$ cat config.mk
export PLATFORM = sky130hd
export DESIGN_NAME = mw_eeprom
export DESIGN_NICKNAME = d
export VERILOG_FILES = /design/src/rtl/mw_pkg.sv /design/src/rtl/mw_sync.sv /design/src/rtl/mw_frame.sv /design/src/rtl/mw_store.sv /design/src/rtl/mw_eeprom.sv
export SDC_FILE = /design/constraint.sdc
export NUM_CORES = 2
export LEC_CHECK = 0
export BUFFER_PORTS_ARGS = -buffer_cell sky130_fd_sc_hd__clkbuf_2
export CAP_MARGIN = 30
export CORE_ASPECT_RATIO = 0.7
export CORE_MARGIN = 10
export CORE_UTILIZATION = 50
export CTS_BUF_LIST = sky130_fd_sc_hd__clkbuf_8 sky130_fd_sc_hd__clkbuf_16
export CTS_CLUSTER_SIZE = 10
export DETAILED_ROUTE_END_ITERATION = 7
export GPL_TIMING_DRIVEN = 1
export PLACE_DENSITY = 0.65
export SYNTH_ARGS = -nofsm -noshare
export SYNTH_HDL_FRONTEND = slang
export SYNTH_SLANG_ARGS = --single-unit
export TNS_END_PERCENT = 20
$ cat constraint.sdc
create_clock -name clk -period 2.79 [get_ports clk]
set_input_delay 0 -clock clk [delete_from_list [all_inputs] [get_ports clk]]
set_output_delay 0 -clock clk [all_outputs]
set_load 0.05 [all_outputs]
$ cat src/rtl/mw_pkg.sv
package mw_pkg;

    typedef enum logic [2:0] {
        ST_IDLE  = 3'd0,
        ST_HDR   = 3'd1,
        ST_DATA  = 3'd2,
        ST_READ  = 3'd3,
        ST_ARMED = 3'd4,
        ST_DONE  = 3'd5
    } mw_state_e;

    localparam logic [1:0] OPC_EXT   = 2'b00;
    localparam logic [1:0] OPC_WRITE = 2'b01;
    localparam logic [1:0] OPC_READ  = 2'b10;
    localparam logic [1:0] OPC_ERASE = 2'b11;

    localparam logic [1:0] SUB_LOCK  = 2'b00;
    localparam logic [1:0] SUB_WRALL = 2'b01;
    localparam logic [1:0] SUB_ERALL = 2'b10;
    localparam logic [1:0] SUB_OPEN  = 2'b11;

endpackage

$ cat src/rtl/mw_sync.sv
module mw_sync #(
    parameter int STAGES = 2,
    parameter int N      = 3
) (
    input  logic         clk,
    input  logic         rst_n,
    input  logic [N-1:0] d,
    output logic [N-1:0] q
);
    logic [STAGES-1:0][N-1:0] pipe_q;

    generate
        if (STAGES == 1) begin : g_one
            always_ff @(posedge clk or negedge rst_n) begin
                if (!rst_n) pipe_q <= '0;
                else        pipe_q <= d;
            end
        end else begin : g_many
            always_ff @(posedge clk or negedge rst_n) begin
                if (!rst_n) pipe_q <= '0;
                else        pipe_q <= {pipe_q[STAGES-2:0], d};
            end
        end
    endgenerate

    assign q = pipe_q[STAGES-1];
endmodule

$ cat src/rtl/mw_frame.sv
module mw_frame
    import mw_pkg::*;
#(
    parameter int WIDTH     = 16,
    parameter int ADDR_BITS = 8,
    parameter int AW        = 7
) (
    input  logic             clk,
    input  logic             rst_n,
    input  logic             sel_s,
    input  logic             sck_s,
    input  logic             sdi_s,
    input  logic             busy,
    input  logic [WIDTH-1:0] rd_word,
    output logic [AW-1:0]    rd_addr,
    output logic             start,
    output logic             pg_bulk,
    output logic             pg_erase,
    output logic [AW-1:0]    pg_addr,
    output logic [WIDTH-1:0] pg_data,
    output logic             rd_active,
    output logic             rd_bit,
    output logic             wen
);
    localparam int HDR_W = 2 + ADDR_BITS;
    localparam int MAXN  = (HDR_W > WIDTH) ? HDR_W : WIDTH;
    localparam int CNT_W = $clog2(MAXN + 1);
    localparam logic [CNT_W-1:0] HDR_LAST  = CNT_W'(HDR_W - 1);
    localparam logic [CNT_W-1:0] DATA_LAST = CNT_W'(WIDTH - 1);

    typedef struct packed {
        mw_state_e        st;
        logic [HDR_W-1:0] hdr;
        logic [CNT_W-1:0] cnt;
        logic [WIDTH-1:0] sh;
        logic             out_bit;
        logic             wen;
        logic             bulk;
        logic             erase;
        logic             sck_prev;
        logic             sel_prev;
    } frame_t;

    frame_t     r_d, r_q;
    logic [HDR_W-1:0] nh;
    logic [1:0] opc, sub;
    logic       sck_rise, sel_fall;

    always_comb begin
        r_d        = r_q;
        nh         = {r_q.hdr[HDR_W-2:0], sdi_s};
        opc        = nh[HDR_W-1 -: 2];
        sub        = nh[ADDR_BITS-1 -: 2];
        sck_rise   = sck_s & ~r_q.sck_prev;
        sel_fall   = ~sel_s & r_q.sel_prev;
        start      = sel_fall && (r_q.st == ST_ARMED);
        r_d.sck_prev = sck_s;
        r_d.sel_prev = sel_s;

        if (!sel_s) begin
            r_d.st      = ST_IDLE;
            r_d.hdr     = '0;
            r_d.cnt     = '0;
            r_d.sh      = '0;
            r_d.out_bit = 1'b0;
        end else if (sck_rise) begin
            case (r_q.st)
                ST_IDLE: begin
                    if (sdi_s && !busy) begin
                        r_d.st  = ST_HDR;
                        r_d.cnt = '0;
                    end
                end
                ST_HDR: begin
                    r_d.hdr = nh;
                    r_d.cnt = r_q.cnt + 1'b1;
                    if (r_q.cnt == HDR_LAST) begin
                        r_d.st = ST_DONE;
                        r_d.cnt = '0;
                        case (opc)
                            OPC_READ: begin
                                r_d.st      = ST_READ;
                                r_d.sh      = rd_word;
                                r_d.out_bit = 1'b0;
                            end
                            OPC_WRITE: begin
                                if (r_q.wen) begin
                                    r_d.st    = ST_DATA;
                                    r_d.bulk  = 1'b0;
                                    r_d.erase = 1'b0;
                                end
                            end
                            OPC_ERASE: begin
                                if (r_q.wen) begin
                                    r_d.st    = ST_ARMED;
                                    r_d.bulk  = 1'b0;
                                    r_d.erase = 1'b1;
                                end
                            end
                            default: begin
                                case (sub)
                                    SUB_OPEN: r_d.wen = 1'b1;
                                    SUB_LOCK: r_d.wen = 1'b0;
                                    SUB_ERALL: begin
                                        if (r_q.wen) begin
                                            r_d.st    = ST_ARMED;
                                            r_d.bulk  = 1'b1;
                                            r_d.erase = 1'b1;
                                        end
                                    end
                                    default: begin
                                        if (r_q.wen) begin
                                            r_d.st    = ST_DATA;
                                            r_d.bulk  = 1'b1;
                                            r_d.erase = 1'b0;
                                        end
                                    end
                                endcase
                            end
                        endcase
                    end
                end
                ST_DATA: begin
                    r_d.sh  = {r_q.sh[WIDTH-2:0], sdi_s};
                    r_d.cnt = r_q.cnt + 1'b1;
                    if (r_q.cnt == DATA_LAST) r_d.st = ST_ARMED;
                end
                ST_READ: begin
                    r_d.out_bit = r_q.sh[WIDTH-1];
                    r_d.sh      = {r_q.sh[WIDTH-2:0], 1'b0};
                end
                ST_ARMED: r_d.st = ST_DONE;
                default:  r_d.st = r_q.st;
            endcase
        end
    end

    always_ff @(posedge clk or negedge rst_n) begin
        if (!rst_n) r_q <= '{st: ST_IDLE, default: '0};
        else        r_q <= r_d;
    end

    assign rd_addr   = nh[AW-1:0];
    assign pg_bulk   = r_q.bulk;
    assign pg_erase  = r_q.erase;
    assign pg_addr   = r_q.hdr[AW-1:0];
    assign pg_data   = r_q.sh;
    assign rd_active = (r_q.st == ST_READ);
    assign rd_bit    = r_q.out_bit;
    assign wen       = r_q.wen;
endmodule

$ cat src/rtl/mw_store.sv
module mw_store #(
    parameter int WORDS       = 128,
    parameter int WIDTH       = 16,
    parameter int AW          = 7,
    parameter int PROG_CYCLES = 64
) (
    input  logic             clk,
    input  logic             rst_n,
    input  logic             start,
    input  logic             bulk,
    input  logic             erase,
    input  logic [AW-1:0]    addr,
    input  logic [WIDTH-1:0] data,
    input  logic [AW-1:0]    rd_addr,
    output logic [WIDTH-1:0] rd_word,
    output logic             busy
);
    localparam int TW = $clog2(PROG_CYCLES + 1);

    typedef struct packed {
        logic             busy;
        logic [TW-1:0]    tmr;
        logic             bulk;
        logic             erase;
        logic [AW-1:0]    addr;
        logic [WIDTH-1:0] data;
    } prog_t;

    prog_t            p_d, p_q;
    logic             commit;
    logic [WIDTH-1:0] value;
    logic [WIDTH-1:0] mem_q [WORDS];

    always_comb begin
        p_d    = p_q;
        commit = p_q.busy && (p_q.tmr == '0);
        value  = p_q.erase ? {WIDTH{1'b1}} : p_q.data;
        if (start && !p_q.busy) begin
            p_d.busy  = 1'b1;
            p_d.tmr   = TW'(PROG_CYCLES - 1);
            p_d.bulk  = bulk;
            p_d.erase = erase;
            p_d.addr  = addr;
            p_d.data  = data;
        end else if (p_q.busy) begin
            if (commit) p_d.busy = 1'b0;
            else        p_d.tmr  = p_q.tmr - 1'b1;
        end
    end

    always_ff @(posedge clk or negedge rst_n) begin
        if (!rst_n) p_q <= '0;
        else        p_q <= p_d;
    end

    always_ff @(posedge clk) begin
        if (commit) begin
            for (int i = 0; i < WORDS; i++) begin
                if (p_q.bulk || (AW'(i) == p_q.addr)) mem_q[i] <= value;
            end
        end
    end

    assign rd_word = mem_q[rd_addr];
    assign busy    = p_q.busy;
endmodule

$ cat src/rtl/mw_eeprom.sv
module mw_eeprom #(
    parameter int WORDS       = 128,
    parameter int WIDTH       = 16,
    parameter int ADDR_BITS   = 8,
    parameter int PROG_CYCLES = 64,
    parameter int SYNC_STAGES = 2
) (
    input  logic clk,
    input  logic rst_n,
    input  logic sel_i,
    input  logic sclk_i,
    input  logic sdi_i,
    output logic sdo_o,
    output logic sdo_oe_o
);
    localparam int AW = $clog2(WORDS);

    logic [2:0]       sync_q;
    logic             sel_s, sck_s, sdi_s;
    logic             busy_w, wen_w, rd_active_w, rd_bit_w;
    logic             start_w, bulk_w, erase_w;
    logic [AW-1:0]    rd_addr_w, pg_addr_w;
    logic [WIDTH-1:0] rd_word_w, pg_data_w;

    mw_sync #(.STAGES(SYNC_STAGES), .N(3)) u_sync (
        .clk(clk), .rst_n(rst_n),
        .d({sdi_i, sclk_i, sel_i}),
        .q(sync_q)
    );

    assign sel_s = sync_q[0];
    assign sck_s = sync_q[1];
    assign sdi_s = sync_q[2];

    mw_frame #(.WIDTH(WIDTH), .ADDR_BITS(ADDR_BITS), .AW(AW)) u_frame (
        .clk(clk), .rst_n(rst_n),
        .sel_s(sel_s), .sck_s(sck_s), .sdi_s(sdi_s),
        .busy(busy_w), .rd_word(rd_word_w), .rd_addr(rd_addr_w),
        .start(start_w), .pg_bulk(bulk_w), .pg_erase(erase_w),
        .pg_addr(pg_addr_w), .pg_data(pg_data_w),
        .rd_active(rd_active_w), .rd_bit(rd_bit_w), .wen(wen_w)
    );

    mw_store #(.WORDS(WORDS), .WIDTH(WIDTH), .AW(AW), .PROG_CYCLES(PROG_CYCLES)) u_store (
        .clk(clk), .rst_n(rst_n),
        .start(start_w), .bulk(bulk_w), .erase(erase_w),
        .addr(pg_addr_w), .data(pg_data_w),
        .rd_addr(rd_addr_w), .rd_word(rd_word_w), .busy(busy_w)
    );

    assign sdo_oe_o = sel_s;
    assign sdo_o    = rd_active_w ? rd_bit_w : ~busy_w;
endmodule

# After elaboration in Yosys (flattened, before gate mapping)
# Memory sizes are Yosys's and may differ from the RTL's.
# Cells that the tools add are included.
# op_classes
n_mux	416
reduce_logical	149
add_sub_neg	2
eq_ne	150
bitwise_logic	7
# ops
op	count
$eq A7 B7 Y1 const A	64
$mux W1	388
$eq A6 B7 Y1 const A	32
$logic_or A1 B1 Y1	128
$eq A5 B7 Y1 const A	16
$eq A4 B7 Y1 const A	8
$pmux W16 S3	1
$mux W38	1
$mux W35	1
$eq A3 B7 Y1 const A	4
$mux W25	1
$mux W17	1
$mux W16	1
$mux W8	2
$mux W3	5
$pmux W5 S3	1
$eq A2 B7 Y1 const A	2
$logic_not A7 Y1	2
$ne A3 B2 Y1 const B	4
$pmux W3 S4	1
$eq A5 B4 Y1 const B	2
$mux W10	1
$pmux W3 S3	1
$eq A2 B2 Y1 const B	4
36 further kinds	53
# totals
memories	1
register_bits	78
wordCells	743
ram_bits	2048
# mem_list
memory	depth	width	read_ports	rd_clocked_by_memory_dff	write_ports	line_no	source
u_store.mem_q	128	16	1	0	128	mw_store.sv:32	logic [WIDTH-1:0] mem_q [WORDS];

# Depth between registers and ports, before layout
# logic_depth
ltp_word	8
mapped_depth	11

# Cells and area by module
# A second synthesis with hierarchy kept.
# unflattened
cells_unflattened	3609
area_unflattened_um2	82804.4
# by_module_without_submodules
module	instances	area_per_inst_um2	cells_each
mw_store	1	80353.3	3384
mw_frame	1	2269.7	214
mw_sync	1	172.7	9
mw_eeprom	1	8.8	2

# Least setup slack after synthesis
# Ideal clock, no wire load.
# synth_path
path_type	reg-to-reg
start	register u_store.p_q[22] (netlist name)
end	memory u_store.mem_q[72][0], enable pin
period_less_slack_ns	2.550
path_stages_with_launch	6
setup_time_ns	0.388
setup_slack_ns	0.240
arrival_time_ns	2.162
path_cell_list	dfrtp_1 -> clkbuf_1 -> nor3b_1 -> clkbuf_1 -> a21oi_1 -> nor2_1
# synth_rtl
element	line_no	source
start: declaration	mw_store.sv:29	prog_t p_d, p_q;
start signal: assignment	mw_store.sv:53	else p_q <= p_d;
end: declaration	mw_store.sv:32	

# Worst setup path after layout
# layout_path
start	register u_sync.pipe_q (netlist bit u_sync.q[2])
end	register u_frame.r_q (netlist bit u_frame.pg_data[5])
# layout_via
elab_chain_len	6
# layout_lines
element	line_no	source
start: declaration	mw_sync.sv:10	logic [STAGES-1:0][N-1:0] pipe_q;
start signal: assignment	mw_sync.sv:21	else pipe_q <= {pipe_q[STAGES-2:0], d};
$mem_v2 Z128 W16	--	
$mux W17	mw_frame.sv:80	case (opc)
$mux W25	mw_frame.sv:77	if (r_q.cnt == HDR_LAST) begin
$pmux W16 S3	mw_frame.sv:67	case (r_q.st)
$mux W38	mw_frame.sv:66	end else if (sck_rise) begin
$mux W35	mw_frame.sv:60	if (!sel_s) begin
end signal: assignment	mw_frame.sv:140	else r_q <= r_d;
end: declaration	mw_frame.sv:44	frame_t r_d, r_q;
# Every way passes these cells. The select of a mux whose other input is x is not followed.
# A chain may end at the register's enable or synchronous reset.

==> out/metrics.yaml <==
outcome: "finished with violations"
failed_checks: "setup timing"
finalWirelength_microns: 215000
grt_start_max_net_pins: 81
cp-end-kind: "flip-flop"
port_buffers: 6
synth_ff_type: "edfxtp_1"
grt_overflow: 0
yosys.area.top_type: "edfxtp_1"
tns_ns: -0.0221
rsz0062_at_grt: "yes"
max_cap_viol_count: 0
p_comb_frac: 0.026
leakage_nw: 29.3
power.share.clock: 0.425
grt_antenna_before_repair: 4
worstPathMaxFanout: 16
synth-edff-count: 2048
switching_power_w: 0.0129
hold_ws_ns: 0.326
fin_crit_sh: 1.01
core_area_sq_um: 164000
place_congestion: 0.854
cts-buffers-inserted: 231
cts.sinks: 2126
p_int_w: 0.0501
drt_iter0_drc: 5916
track_usage: 0.231
powerDensity_nw_per_um2: 648
final_nets: 4594
root_buffer: "clkbuf_16"
crit_type: "flip-flop to flip-flop"
syn_nets: 4161
synthTopCellsByArea: "edfxtp_1 74%, mux4_2 10%, mux2i_1 4.8%"
synth_seq_cells: 2126
synth-xor-area-share: 0.000739
syn_area_sq_um: 82900
clk_latency_ns: 0.89
hold_viol: 0
ys_seq_area_frac: 0.765
syn2layout_area_growth_pct: 17.4
drc: 0
synth-simple-area-share: 0.0207
wl_per_cell_microns: 31.3
skew_ns: 0.0751
cp_data_arrival_time_ns: 3.54
irDropWorstVdd_mv: 0.620
dieWidth_microns: 507
ys.warnings.count: 0
ys_types: 60
p_sw_frac: 0.205
hpwl_microns: 130000
clk_path_buf_depth: 3
synthMuxAreaShare: 0.154
placementRows: 124
netlist_instances: 4148
synth_adder_area_share: 0.00121
avgViaCountPerCell: 6.31
layout_min_cycle_time_ns: 2.81
clk_pin_slew_ns: 0.06
io_pins: 7
start_util: 0.506
grt_pass1_wl_microns: 310000
drt.antenna.violating_nets: 0
maxSlewHeadroom: 0.384
seqPwrFrac: 0.549
r2r_slack_ns: -0.02
tightest_slew_ns: 0.924
crit_path_start_kind: "flip-flop"
yosysMostFrequentCell: "edfxtp_1"
synthTopCellsByCount: "2048 x edfxtp_1, 400 x mux2i_1, 376 x mux4_2"
cts_max_level: 4
crit_required_ns: 3.51
drive_gt1_frac: 0.263
cts_tree: "built"
setup_viol_count_final: 1
grt_pass1_vias: 42300
slew_violations: 0
synth_compound_area_frac: 0.0431
synthArstFlopShare: 0.0367
placed_cell_area_sq_um: 90300
max_freq_ghz: 0.356
synth_top_family_by_area: "multiplexers"
final_area_sq_um: 97300
synth.top_cell.area_share: 0.742
chipHeight_microns: 361
hold_path.class: "input port to flip-flop"
fin_ws_ns: -0.0221
fp.dieArea_sq_um: 183000
via_count: 43400
synth.avg_cell_area_sq_um: 20.0
dr.pass1.iters: 7
[metal layers]
layer  share of wire  global-route usage  vias up  wire length [microns]
met4           0.026              0.0651        4                   5510
li1                -                   -    17900                      -
met1            0.43               0.357    22900                  92700
met5        0.000098                   0        -                     21
met2            0.43               0.320     2279                  92300
met3            0.11              0.0675      338                  24500
[sequential cells by signal, summed over array words and instances (netlist names), 2 cells and up]
signal	flops
u_frame.pg_addr	7
u_store.mem_q	2048
u_sync.q	3
u_frame.pg_data	16
u_frame.r_q	10
u_store.p_q	32
u_sync.pipe_q	3
u_frame.nh	2
[cells in the final DEF (no fill, tap or decap), types with 5 or more instances in the layout]
master         instances
edfxtp_1            2048
mux2i_1              391
mux4_2               376
buf_4                243
clkbuf_16            235
a21oi_1              209
buf_12               181
a22oi_1              135
nor2_1               103
inv_1                 86
dfrtp_1               73
o22ai_1               64
nand2_1               63
nor2_2                58
o21ai_0               54
a31oi_1               33
mux2_2                24
o211ai_1              21
nor3_1                20
or2_4                 16
o21bai_1              13
nor4_1                12
nor2b_1               12
nand3_1               10
a22o_1                10
nand2b_1               9
o21ai_1                8
mux2i_2                8
ha_1                   8
clkinv_16              8
dlygate4sd3_1          8
buf_16                 8
nor4_2                 7
o22ai_2                6
nor3_2                 5
or2_2                  5
clkbuf_2               5
[critical path, cell delays in order (launching register included)]
cell and delay, ns:
dfrtp_4 0.47, buf_12 0.22, buf_16 0.23, buf_16 0.20, mux2i_1 0.25, a22oi_1 0.13
a31oi_2 0.40, o21ai_1 0.21, o22ai_4 0.37, o21ai_0 0.13
[timing repair]
item                       4_1_cts  5_1_grt
setup endpoints to repair       10       16
hold buffers                     9        0
resized for setup               18       32
buffers inserted                 3        1
gates cloned                     0        4
pin swaps                        1        4
hold endpoints to repair        81        0
[power groups by stage]
stage / logic, W / clock network (W) / registers, W
floorplan: 0.00106 / 0 / 0.0352
global placement: 0.00155 / 0 / 0.0353
detailed placement: 0.00156 / 0 / 0.0353
CTS: 0.00159 / 0.0272 / 0.0346
global route: 0.00174 / 0.0285 / 0.0346
finish: 0.00163 / 0.0268 / 0.0346
[layout make-up]
class,count,area (sq um)
inverter,11,41.3
tap,2205,2760
sequential,2126,63500
clock inverter,93,682
multi-input combinational,1757,18700
antenna,1,2.50
timing repair buffer,454,5930
fill,11600,66700
clock buffer,232,5790
[path summary, 6_finish.rpt]
check                                  from  cells past startpoint                  to
setup reg to reg                u_sync.q[2]                      9  u_frame.pg_data[5]
hold reg to reg            u_sync.pipe_q[1]                      0         u_sync.q[1]
hold / removal                        sdi_i                      3    u_sync.pipe_q[2]
setup / recovery                u_sync.q[2]                      9  u_frame.pg_data[5]
max in group asynchronous             rst_n                      4         u_sync.q[2]
min in group asynchronous             rst_n                      4      u_store.p_q[6]
[logic make-up after synthesis]
kind of cell	after synthesis
compound gates	579
flops	2126
mux	800
buf+inv	265
fa+ha+maj	8
xor+xnor	7
simple gates	363
[stage by stage]
| stage | cells | utilization | power (W) | worst slack, ns |
|---|---|---|---|---|
| global placement | 6535 | 0.551 | 0.0368 | -0.595 |
| floorplan | 4148 | - | 0.0363 | 0.240 |
| finish | 6879 | 0.593 | 0.0631 | -0.0221 |
| CTS | 6872 | 0.592 | 0.0634 | -0.0661 |
| global route | 6879 | 0.593 | 0.0648 | -0.121 |
| detailed placement | 6535 | 0.551 | 0.0368 | -0.620 |
(Power assumes the default switching activity.)
